[src/rtl/ahbm_pkg.sv]
package ahbm_pkg;

    localparam int ADDR_W = 32;
    localparam int DATA_W = 32;

    typedef enum logic [1:0] {
        HT_IDLE   = 2'b00,
        HT_BUSY   = 2'b01,
        HT_NONSEQ = 2'b10,
        HT_SEQ    = 2'b11
    } htrans_t;

    typedef struct packed {
        logic [ADDR_W-1:0] addr;
        logic              write;
        logic [DATA_W-1:0] wdata;
    } cmd_t;

    typedef enum logic [1:0] {
        S_RUN     = 2'b00,
        S_RETRACT = 2'b01,
        S_HALT    = 2'b10
    } mgr_state_t;

endpackage

[src/rtl/ahbm_cmd_queue.sv]
module ahbm_cmd_queue
    import ahbm_pkg::*;
#(
    parameter int DEPTH = 4
) (
    input  logic clk,
    input  logic rst_n,
    input  logic push,
    input  cmd_t push_cmd,
    input  logic pop,
    output cmd_t head,
    output logic head_valid,
    output logic full
);

    localparam int PTR_W = $clog2(DEPTH);
    localparam int CNT_W = $clog2(DEPTH + 1);

    cmd_t             slots [DEPTH];
    logic [PTR_W-1:0] wr_ptr;
    logic [PTR_W-1:0] rd_ptr;
    logic [CNT_W-1:0] count;

    function automatic logic [PTR_W-1:0] bump(input logic [PTR_W-1:0] p);
        return (p == PTR_W'(DEPTH - 1)) ? '0 : p + 1'b1;
    endfunction

    always_ff @(posedge clk or negedge rst_n) begin
        if (!rst_n) begin
            wr_ptr <= '0;
            rd_ptr <= '0;
            count  <= '0;
            for (int i = 0; i < DEPTH; i++) begin
                slots[i] <= '0;
            end
        end else begin
            if (push) begin
                slots[wr_ptr] <= push_cmd;
                wr_ptr        <= bump(wr_ptr);
            end
            if (pop) begin
                rd_ptr <= bump(rd_ptr);
            end
            unique case ({push, pop})
                2'b10:   count <= count + 1'b1;
                2'b01:   count <= count - 1'b1;
                default: count <= count;
            endcase
        end
    end

    assign head       = slots[rd_ptr];
    assign head_valid = (count != '0);
    assign full       = (count == CNT_W'(DEPTH));

    // the sequencer never takes a command from an empty queue
    a_r1_pop_nonempty: assert property (@(posedge clk) disable iff (!rst_n)
        pop |-> head_valid);

    // a push is never offered to a full queue
    a_r1_no_overflow: assert property (@(posedge clk) disable iff (!rst_n)
        full |-> !push);

endmodule

[src/rtl/ahbm_seq.sv]
module ahbm_seq
    import ahbm_pkg::*;
(
    input  logic              clk,
    input  logic              rst_n,
    input  cmd_t              head,
    input  logic              head_valid,
    output logic              pop,
    input  logic              hready,
    input  logic              hresp,
    input  logic [DATA_W-1:0] hrdata,
    output logic [1:0]        htrans,
    output logic [ADDR_W-1:0] haddr,
    output logic              hwrite,
    output logic [DATA_W-1:0] hwdata,
    input  logic              err_ack,
    output logic              err_valid,
    output logic [ADDR_W-1:0] err_addr,
    output logic              rd_valid,
    output logic [DATA_W-1:0] rd_data
);

    mgr_state_t        state_q;
    mgr_state_t        state_d;
    logic              issue;
    logic              err_first;
    logic              dp_valid;
    logic              dp_write;
    logic [ADDR_W-1:0] dp_addr;
    logic [DATA_W-1:0] dp_wdata;
    logic [ADDR_W-1:0] err_addr_q;
    logic              rd_valid_q;
    logic [DATA_W-1:0] rd_data_q;

    // first cycle of the two-cycle error response, seen on an open data phase
    assign err_first = dp_valid && hresp && !hready;

    // next-state logic
    always_comb begin
        state_d = state_q;
        unique case (state_q)
            S_RUN:     if (err_first) state_d = S_RETRACT;
            S_RETRACT: if (hready)    state_d = S_HALT;
            S_HALT:    if (err_ack)   state_d = S_RUN;
            default:   state_d = S_RUN;
        endcase
    end

    // state register
    always_ff @(posedge clk or negedge rst_n) begin
        if (!rst_n) begin
            state_q <= S_RUN;
        end else begin
            state_q <= state_d;
        end
    end

    // bus and status outputs
    always_comb begin
        issue     = (state_q == S_RUN) && head_valid;
        pop       = issue && hready;
        htrans    = issue ? HT_NONSEQ : HT_IDLE;
        hwrite    = issue && head.write;
        haddr     = head.addr;
        hwdata    = dp_wdata;
        err_valid = (state_q == S_HALT);
        err_addr  = err_addr_q;
        rd_valid  = rd_valid_q;
        rd_data   = rd_data_q;
    end

    // data-phase pipeline and result capture
    always_ff @(posedge clk or negedge rst_n) begin
        if (!rst_n) begin
            dp_valid   <= 1'b0;
            dp_write   <= 1'b0;
            dp_addr    <= '0;
            dp_wdata   <= '0;
            err_addr_q <= '0;
            rd_valid_q <= 1'b0;
            rd_data_q  <= '0;
        end else begin
            if (hready) begin
                dp_valid <= pop;
                if (pop) begin
                    dp_write <= head.write;
                    dp_addr  <= head.addr;
                    dp_wdata <= head.wdata;
                end
            end
            rd_valid_q <= dp_valid && !dp_write && hready && !hresp;
            if (dp_valid && !dp_write && hready && !hresp) begin
                rd_data_q <= hrdata;
            end
            if ((state_q == S_RUN) && err_first) begin
                err_addr_q <= dp_addr;
            end
        end
    end

    // the address phase after a first error cycle is IDLE
    a_r6_retract: assert property (@(posedge clk) disable iff (!rst_n)
        (dp_valid && hresp && !hready) |=> (htrans == HT_IDLE));

    // a stalled NONSEQ keeps its type, address and direction
    a_r3_hold_on_wait: assert property (@(posedge clk) disable iff (!rst_n)
        (htrans == HT_NONSEQ && !hready && !hresp)
            |=> (htrans == HT_NONSEQ && $stable(haddr) && $stable(hwrite)));

    // write data holds while the write's data phase is stalled
    a_r4_wdata_hold: assert property (@(posedge clk) disable iff (!rst_n)
        (dp_valid && dp_write && !hready) |=> $stable(hwdata));

    // a read result follows only a completed OKAY data phase
    a_r5_rd_after_ok: assert property (@(posedge clk) disable iff (!rst_n)
        rd_valid |-> $past(hready && !hresp));

    // the halt begins only after the second error cycle
    a_r8_err_after_resp: assert property (@(posedge clk) disable iff (!rst_n)
        $rose(err_valid) |-> $past(hresp && hready));

    // nothing is presented while the error is pending
    a_r8_halt_idle: assert property (@(posedge clk) disable iff (!rst_n)
        err_valid |-> (htrans == HT_IDLE && !pop));

    // acknowledge clears the pending error
    a_r9_ack_clears: assert property (@(posedge clk) disable iff (!rst_n)
        (err_valid && err_ack) |=> !err_valid);

endmodule

[src/rtl/ahbm_err_mgr.sv]
module ahbm_err_mgr
    import ahbm_pkg::*;
#(
    parameter int QDEPTH = 4
) (
    input  logic              clk,
    input  logic              rst_n,
    input  logic              cmd_valid,
    output logic              cmd_ready,
    input  logic [ADDR_W-1:0] cmd_addr,
    input  logic              cmd_write,
    input  logic [DATA_W-1:0] cmd_wdata,
    output logic              rd_valid,
    output logic [DATA_W-1:0] rd_data,
    output logic              err_valid,
    output logic [ADDR_W-1:0] err_addr,
    input  logic              err_ack,
    output logic [ADDR_W-1:0] haddr,
    output logic [1:0]        htrans,
    output logic              hwrite,
    output logic [2:0]        hsize,
    output logic [DATA_W-1:0] hwdata,
    input  logic              hready,
    input  logic              hresp,
    input  logic [DATA_W-1:0] hrdata
);

    localparam logic [2:0] SIZE_CODE = 3'($clog2(DATA_W / 8));

    cmd_t in_cmd;
    cmd_t head;
    logic head_valid;
    logic q_full;
    logic push;
    logic pop;

    assign in_cmd    = '{addr: cmd_addr, write: cmd_write, wdata: cmd_wdata};
    assign cmd_ready = !q_full;
    assign push      = cmd_valid && !q_full;
    assign hsize     = SIZE_CODE;

    ahbm_cmd_queue #(
        .DEPTH (QDEPTH)
    ) u_queue (
        .clk        (clk),
        .rst_n      (rst_n),
        .push       (push),
        .push_cmd   (in_cmd),
        .pop        (pop),
        .head       (head),
        .head_valid (head_valid),
        .full       (q_full)
    );

    ahbm_seq u_seq (
        .clk        (clk),
        .rst_n      (rst_n),
        .head       (head),
        .head_valid (head_valid),
        .pop        (pop),
        .hready     (hready),
        .hresp      (hresp),
        .hrdata     (hrdata),
        .htrans     (htrans),
        .haddr      (haddr),
        .hwrite     (hwrite),
        .hwdata     (hwdata),
        .err_ack    (err_ack),
        .err_valid  (err_valid),
        .err_addr   (err_addr),
        .rd_valid   (rd_valid),
        .rd_data    (rd_data)
    );

endmodule

[config.mk]
export PLATFORM = sky130hd
export DESIGN_NAME = ahbm_err_mgr
export DESIGN_NICKNAME = d
export VERILOG_FILES = /design/src/rtl/ahbm_pkg.sv /design/src/rtl/ahbm_cmd_queue.sv /design/src/rtl/ahbm_seq.sv /design/src/rtl/ahbm_err_mgr.sv
export SDC_FILE = /design/constraint.sdc
export NUM_CORES = 1
export LEC_CHECK = 0
export BUFFER_PORTS_ARGS = -buffer_cell sky130_fd_sc_hd__buf_4
export CAP_MARGIN = 20
export CORE_MARGIN = 2
export CORE_UTILIZATION = 51
export CTS_CLUSTER_DIAMETER = 100
export DETAILED_ROUTE_END_ITERATION = 10
export PLACE_DENSITY_LB_ADDON = 0.15
export SYNTH_ARGS = -nofsm -noshare
export SYNTH_HDL_FRONTEND = slang
export SYNTH_SLANG_ARGS = --single-unit
[constraint.sdc]
create_clock -name clk -period 4.2 [get_ports clk]
set_input_delay 0.84 -clock clk [delete_from_list [all_inputs] [get_ports clk]]
set_output_delay 0.84 -clock clk [all_outputs]
set_load 0.05 [all_outputs]
Word-level counts from Yosys, hierarchy flattened

Cells that the tools add are included.

Add/sub/neg operators: 4
Order comparisons: 3
Eq/ne operators: 10
Muxes and demuxes: 14
Bitwise logic cells: 2
Reductions and logical operators: 20

Operators by type and width:

| operator                                                                     | count |
|---|---|
| 260-bit bitwise mux                                                          | 1 |
| 65-bit two-way mux                                                           | 3 |
| 65-bit binary-select mux with 2-bit select                                   | 1 |
| 65-bit demux with 2-bit select                                               | 1 |
| 2-bit two-way mux                                                            | 6 |
| 1-bit logical AND                                                            | 11 |
| 2-bit == test, second input constant                                         | 4 |
| 3-bit >= comparator, second input constant                                   | 2 |
| 2-bit inverter with 3-bit output                                             | 2 |
| 2-bit one-hot mux with 3 select lines                                        | 1 |
| 3-bit one-hot mux with 2 select lines                                        | 1 |
| 2-bit by 1-bit adder with 2-bit output, second input constant                | 2 |
| 2-bit by 1-bit == test with 1-bit output, second input constant              | 2 |
| 1-bit zero test                                                              | 4 |
| 2-bit by 1-bit != test with 1-bit output, second input constant              | 2 |
| 3-bit by 1-bit adder with 3-bit output, second input constant                | 1 |
| 3-bit == test, second input constant                                         | 1 |
| 3-bit by 1-bit less-than comparator with 1-bit output, second input constant | 1 |
| 3-bit AND reduction                                                          | 1 |
| 3-bit nonzero test                                                           | 1 |
| 3-bit by 1-bit subtractor with 3-bit output, second input constant           | 1 |
| 2-bit zero test                                                              | 1 |
| 2-bit != test, second input constant                                         | 1 |
| 2-bit AND reduction                                                          | 1 |
| 2-bit nonzero test                                                           | 1 |

Bits in registers: 400
Logic and storage cells: 76

Longest topological paths before layout

Gate-level depths: netlist of run 1.

Depth in word-level cells: 6
Mapped depth: 11

Hierarchy

From an unflattened synthesis of run 1, not the netlist that was laid out.

Cell total of the unflattened synthesis: 994
Area total of the unflattened synthesis: 17,025.1 µm²

By module, submodules not included:

| module         | instances | cells each | area an instance (µm²) | sequential area each (µm²) |
|---|---|---|---|---|
| ahbm_cmd_queue | 1         | 663        | 11,707.5               | 6,681.4 |
| ahbm_seq       | 1         | 324        | 5,277.6                | 3,328.2 |
| ahbm_err_mgr   | 1         | 7          | 40.0                   | 0.0 |

Worst setup path before layout of run 1

Ideal clock, no wire load.

Path type: register to output
From: register u_queue.rd_ptr[0]
To: output port hwrite
Arrival: 1.633 ns
Data required time: 3.360 ns
Slack: 1.727 ns
Cell stages (with the launch flop): 5
Cell sequence: dfrtp_1 clkbuf_2 buf_2 mux4_2 and3_1

Cells in the longest elaborated chain, start to end: 5

RTL lines:

| element                                                | RTL line             | RTL |
|---|---|---|
| start: declaration                                     | ahbm_cmd_queue.sv:21 | `logic [PTR_W-1:0] rd_ptr;` |
| start signal: assignment                               | ahbm_cmd_queue.sv:42 | `rd_ptr <= bump(rd_ptr);` |
| 2-bit inverter with 3-bit output (implied by the code) | ahbm_cmd_queue.sv:52 | `assign head = slots[rd_ptr];` |
| 65-bit binary-select mux with 2-bit select             | ahbm_cmd_queue.sv:52 |  |
| 65-bit two-way mux (implied by the code) (2 in a row)  | ahbm_cmd_queue.sv:52 |  |
| 1-bit logical AND                                      | ahbm_seq.sv:63       | `hwrite = issue && head.write;` |
| end: declaration                                       | ahbm_err_mgr.sv:20   | `output logic hwrite,` |

No other way between the ends. The select of a mux whose other input is x is not followed.

Final worst setup path of run 1

From: register u_queue.rd_ptr[0]
To: output port haddr[5]

Cells in the longest elaborated chain, start to end: 4

RTL lines:

| element                                                | RTL line             | RTL |
|---|---|---|
| 2-bit inverter with 3-bit output (implied by the code) | ahbm_cmd_queue.sv:52 |  |
| 65-bit binary-select mux with 2-bit select             | ahbm_cmd_queue.sv:52 |  |
| 65-bit two-way mux (implied by the code) (2 in a row)  | ahbm_cmd_queue.sv:52 |  |
| end: declaration                                       | ahbm_err_mgr.sv:18   | `output logic [ADDR_W-1:0] haddr,` |

No other way between the ends. The select of a mux whose other input is x is not followed.

==> flow_summary.yaml, run 1 <==
final_layout:
  final_nets: 1314
  syn_to_final_growth_pct: 16.50
  antenna_cells: 0
  fill_cells: 2648
  drive_above_1_share_pct: 64.00
  final_util_pct: 60.63
  seq_area_mm2: 0.01002
  stdcell_count: 1691
  multiInputGateArea_mm2: 0.007048
logic_synthesis:
  synthesis.area_mm2: 0.01807
  synth-xor-area-share_pct: 0.1454
  synthSimpleGateAreaFrac_pct: 0.9488
  yosys-top-cells-count: "dfrtp_1 (400), mux2_4 (219), mux2_2 (173)"
  synthAdderAreaFrac_pct: 0.5263
  synth.area.mux_share_pct: 37.20
  synth.largest_area_cell: "dfrtp_1"
  synth_cell_types: 34
  ys_seq_area_share_pct: 55.40
  ys.warnings.count: 0
  synth_top_family_by_area: "multiplexers"
  synth_edf_count: 0
  syn_inst: 995
  synth_flop_cell: "dfrtp_1"
  synth_top_area_share_pct: 55.40
  ys_ff_latch: 400
  synthTopCellsByArea: "dfrtp_1 (55%), mux2_4 (18%), mux2_2 (11%)"
  synth-compound-area-share_pct: 0.1039
  avgSynthCellArea_um2: 18.16
  synth_async_sr_flop_share_pct: 100.0
  synth.most_common_cell: "dfrtp_1"
placed_design:
  dp_cells: 1614
  post-place-ws_ns: 1.212
  place.gp.congestion: 0.7184
  dp_hpwl_mm: 22.42
  io_buffer_count: 235
sta:
  tns_ns: 0
  slew_headroom_pct: 35.87
  post-route-min-period_ns: 3.322
  rsz0062_at_grt: "no"
  fmax_mhz: 301.1
  fin_crit_sh_pct: 79.09
  final.setup_skew_ns: 0.01067
  finalWorstSetupSlack_ns: 0.8784
  drv_slew: 0
  setup_viol: 0
  hold_viol: 0
  tightest_slew_ns: 0.9620
detailed_routing:
  drt-total-wl_mm: 35.75
  route.vias.total: 9050
  drc: 0
  ant_nets: 0
  vias_per_cell: 5.352
  drtIter0Drc: 352
  firstDrtPassIters: 6
  post_drt_wl_per_cell_um: 21.14
die:
  rows: 68
  io_pins: 240
  dieArea_mm2: 0.03695
  die_width_um: 192.2
  fp.dieH_um: 192.2
  core_mm2: 0.03471
  start_util_pct: 52.05
clocking:
  cts_tree: "done"
  post_cts_resized: 0
  postCtsSetupBuffers: 0
  clock_latency_ns: 0.52
  cts.sinks: 400
  root_buffer: "clkbuf_16"
  cts_buffers: 43
  cts_hold_buffers: 0
  clk_path_buf_depth: 3
  clk_pin_slew_ns: 0.06
  htree_levels: 2
global_route:
  grt_pass1_vias: 9717
  grt_usage_pct: 19.81
  grt_pass1_wl_mm: 56.77
  grt_start_max_net_pins: 100
  antenna_found_initial: 0
  grt-ovfl-total: 0
worst_hold_path:
  min_path_type: "primary input to asynchronous set/reset pin"
worst_setup_path:
  crit_arrival_ns: 2.48
  critPathLaunchType: "flip-flop"
  critical_path.endpoint_type: "primary output"
  required_ns: 3.36
  crit_fanout: 35
  critPathKind: "flip-flop to primary output"
flow_run:
  maxCapViolCount: 0
run_status:
  status: "completed"
registers in the layout, indices dropped and copies added, names as in the netlist:
| signal | cells |
|---|---|
| u_seq.dp_write | 1 |
| u_queue.slots | 260 |
| u_seq.rd_valid | 1 |
| u_seq.hwdata | 32 |
| u_queue.count | 3 |
| u_seq.state_q | 2 |
| u_seq.err_addr | 32 |
| u_seq.dp_addr | 32 |
| u_queue.rd_ptr | 2 |
| u_queue.wr_ptr | 2 |
| u_seq.rd_data | 32 |
| u_seq.dp_valid | 1 |
final cells by class:
type                       instances  area share, %
sequential                       400          47.59
timing repair buffer             256          9.404
clock inverter                    13         0.5826
clock buffer                      64          6.058
inverter                           9         0.1724
tap                              455          2.705
multi-input combinational        494          33.49
metal layers:
metal  global-route usage (%)  part of all wire, %  vias up
met3                    4.148                  5.6       45
met2                    30.95                   46      205
li1                         -                    -     4001
met1                    28.76                   46     4799
met4                    4.316                  1.6        0
met5                        0                    0        -
worst paths after layout:
check | end | slack, ns | startpoint | cells past startpoint
worst min register to register | u_seq.rd_data[5]$_DFFE_PN0P_ | 0.50 | u_seq.rd_data[5]$_DFFE_PN0P_ | 1
worst max register to register | u_queue.slots[141]$_DFFE_PN0P_ | 1.28 | u_queue.count[0]$_DFFE_PN0P_ | 5
worst min-delay path | u_queue.slots[201]$_DFFE_PN0P_ | 0.28 | rst_n | 1
min in group clk | u_seq.rd_data[5]$_DFFE_PN0P_ | 0.50 | u_seq.rd_data[5]$_DFFE_PN0P_ | 1
worst max-delay path | haddr[5] | 0.88 | u_queue.rd_ptr[0]$_DFFE_PN0P_ | 3
max in group asynchronous | u_queue.slots[36]$_DFFE_PN0P_ | 2.97 | rst_n | 2
stage by stage:
stage / instance area (um2) / hold slack (ns)
2_1_floorplan: 18070 / 0.4549
3_3_place_gp: 19650 / 0.4725
3_5_place_dp: 19650 / 0.4812
4_1_cts: 21050 / 0.2871
5_1_grt: 21050 / 0.3111
6_report: 21050 / 0.2791
worst max-delay path: stages (launching register included):
cell and delay [ns]:
dfrtp_4 0.89, buf_4 0.30, mux4_2 0.54, buf_4 0.21
layout by cell type, fill, tap and decap left out, types with 6 or more instances in the layout:
| cell | instances |
|---|---|
| buf_4 | 251 |
| clkbuf_1 | 9 |
| clkbuf_16 | 43 |
| clkbuf_8 | 12 |
| clkinv_2 | 9 |
| dfrtp_1 | 398 |
| ha_1 | 6 |
| inv_1 | 8 |
| mux2_2 | 173 |
| mux2_4 | 219 |
| mux4_2 | 65 |
cells by family after synthesis:
group                      after synthesis
and+or+nand+nor                         18
DFF                                    400
AOI/OAI and AO/OA                        3
adders and majority gates                7
xor gates and xnor gates                 3
buffers and inverters                  103
muxes                                  459
other                                    2
Power of run 1 is left out: the tool's default activity adds up to more than one toggle a clock period on the data nets, which glitch-free logic cannot reach.
==> run 2, diff against run 1 <==
==> constraint.sdc (replaced) <==
create_clock -name clk -period 2.8 [get_ports clk]
set_input_delay 0.56 -clock clk [delete_from_list [all_inputs] [get_ports clk]]
set_output_delay 0.56 -clock clk [all_outputs]
set_load 0.05 [all_outputs]
==> run 2 against run 1 <==
Die area did not move; non-clock buffer count rose by 11; clock skew barely moved; sequential share of layout area fell by 0.81 points; worst hold slack got worse by 0.031 ns; clock-buffer cell count rose by 4; sequential cell count did not move; via count rose by 0.75%; critical path depth did not move; largest cell class unchanged; critical path type unchanged.
==> flow_summary.yaml, run 2 (same netlist as run 1, synthesis figures left out) <==
detailed_routing:
  route.vias.total: 9118
  vias_per_cell: 5.354
  top_layer: "met5"
  firstDrtPassIters: 4
  drtIter0Drc: 363
  dr_wl_met3_mm: 2.045
  wl_met1_mm: 16.56
  drc: 0
  wl_met2_mm: 16.93
  post_drt_wl_per_cell_um: 21.26
  drt-total-wl_mm: 36.20
  ant_nets: 0
sta:
  slew_headroom_pct: 64.08
  setup_viol: 0
  tns_ns: 0
  final.setup_skew_ns: 0.01112
  rsz0062_at_grt: "no"
  hold_viol: 0
  fmax_mhz: 368.4
  tightest_slew_ns: 0.5388
  fin_crit_sh_pct: 96.95
  drv_slew: 0
  post-route-min-period_ns: 2.715
clocking:
  postCtsSetupBuffers: 0
  cts_tree: "done"
  clk_path_buf_depth: 3
  root_buffer: "clkbuf_16"
  cts.sinks: 400
  clk_pin_slew_ns: 0.06
  htree_levels: 2
  cts_hold_buffers: 1
  post_cts_resized: 0
  cts_buffers: 43
  clock_latency_ns: 0.53
global_route:
  grt-ovfl-total: 0
  grt_pass1_wl_mm: 57.75
  grt_pass1_vias: 9734
  grt_usage_pct: 20.28
  grt_start_max_net_pins: 87
  antenna_found_initial: 1
worst_setup_path:
  critPathKind: "flip-flop to primary output"
  required_ns: 2.24
  reg2reg_to: "u_queue.count[2]$_DFFE_PN0P_"
  rr_startpoint: "u_queue.count[0]$_DFFE_PN0P_"
  cp_slowest_stage_delay_ns: 0.59
  crit_arrival_ns: 2.15
  crit_slowest_cell: "mux4_2"
  path_delay_family: "multiplexers"
  cpMostUsedCell: "buf_4"
  worst-r2r-cell-count: 8
  critical_path.endpoint_type: "primary output"
  path_buf_inv: 2
  crit_fanout: 10
  critPathLaunchType: "flip-flop"
  r2r_slack_ns: 0.39
  crit_chain: "buf_4, mux4_2, buf_4"
die:
  dieArea_mm2: 0.03695
  die_width_um: 192.2
  fp.dieH_um: 192.2
  start_util_pct: 52.05
  core_mm2: 0.03471
  rows: 68
  io_pins: 240
final_layout:
  drive_above_1_share_pct: 64.66
  syn_to_final_growth_pct: 18.52
  final_nets: 1325
  top_register: "u_queue.slots"
  antenna_cells: 0
  stdcell_count: 1703
  layout_common_cells: "dfrtp_1 (398), buf_4 (249), mux2_4 (219), mux2_2 (173), mux4_2 (65)"
  fill_cells: 2572
  final_common_cell: "dfrtp_1"
  largest_reg_flops: 260
worst_hold_path:
  hold_depth: 2
  worstHoldStart: "hrdata[5]"
  hold_path_end: "u_seq.rd_data[5]$_DFFE_PN0P_"
  min_path_type: "primary input to flip-flop"
placed_design:
  io_buffer_count: 235
  dp_hpwl_mm: 23.07
  dp_cells: 1624
  place.gp.congestion: 0.7193
flow_run:
  maxCapViolCount: 0
run_status:
  status: "completed"
-- run 2: worst register-to-register path, delay by kind of cell, from the launching register on --
family	cells	cell delay (ns)
XOR/XNOR	2	0.32
adder cells (fa/ha/maj)	2	0.62
AND/OR/NAND/NOR	3	0.90
flip-flops	1	0.41
buffers and inverters	1	0.07
-- run 2: final cells by class --
| class | instances | area (um2) | area share [%] |
|---|---|---|---|
| Clock buffer | 68 | 1403 | 6.550 |
| Clock inverter | 10 | 125.1 | 0.5843 |
| Inverter | 9 | 36.28 | 0.1695 |
| Multi-Input combinational cell | 494 | 7048 | 32.91 |
| Sequential cell | 400 | 10020 | 46.78 |
| Tap cell | 455 | 569.3 | 2.659 |
| Timing Repair Buffer | 267 | 2215 | 10.34 |
-- run 2: how the worst max path moves through the flow --
stage,from,depth (start not counted),endpoint,slack (ns)
6_report,u_queue.rd_ptr[0]$_DFFE_PN0P_,3,haddr[29],0.09
5_1_grt,u_queue.rd_ptr[0]$_DFFE_PN0P_,3,haddr[20],0.0008
4_1_cts,u_queue.rd_ptr[0]$_DFFE_PN0P_,3,haddr[29],0.05
3_5_place_dp,u_queue.count[0]$_DFFE_PN0P_,8,u_queue.count[2]$_DFFE_PN0P_,0.42
3_3_place_gp,u_queue.count[0]$_DFFE_PN0P_,8,u_queue.count[2]$_DFFE_PN0P_,0.44
2_1_floorplan,u_queue.count[0]$_DFFE_PN0P_,9,u_queue.count[2]$_DFFE_PN0P_,0.60
-- run 2: routing by layer --
layer  GRT usage [%]  vias up
met5               0        -
met4           4.668        2
met3           4.568       56
met2           31.78      208
met1           29.06     4817
li1                -     4035
-- run 2: per-stage QoR --
step	hold slack, ns	cell area (um2)	util [%]	worst slack, ns
global route	0.2396	21410	61.69	0.0008462
detailed placement	0.4762	19880	57.26	0.4161
CTS	0.2320	21410	61.69	0.04738
finish	0.2479	21410	61.69	0.08539
floorplan	0.2644	18070	-	0.5985
global placement	0.4710	19880	57.26	0.4430
Power of run 2 is left out for the same reason.
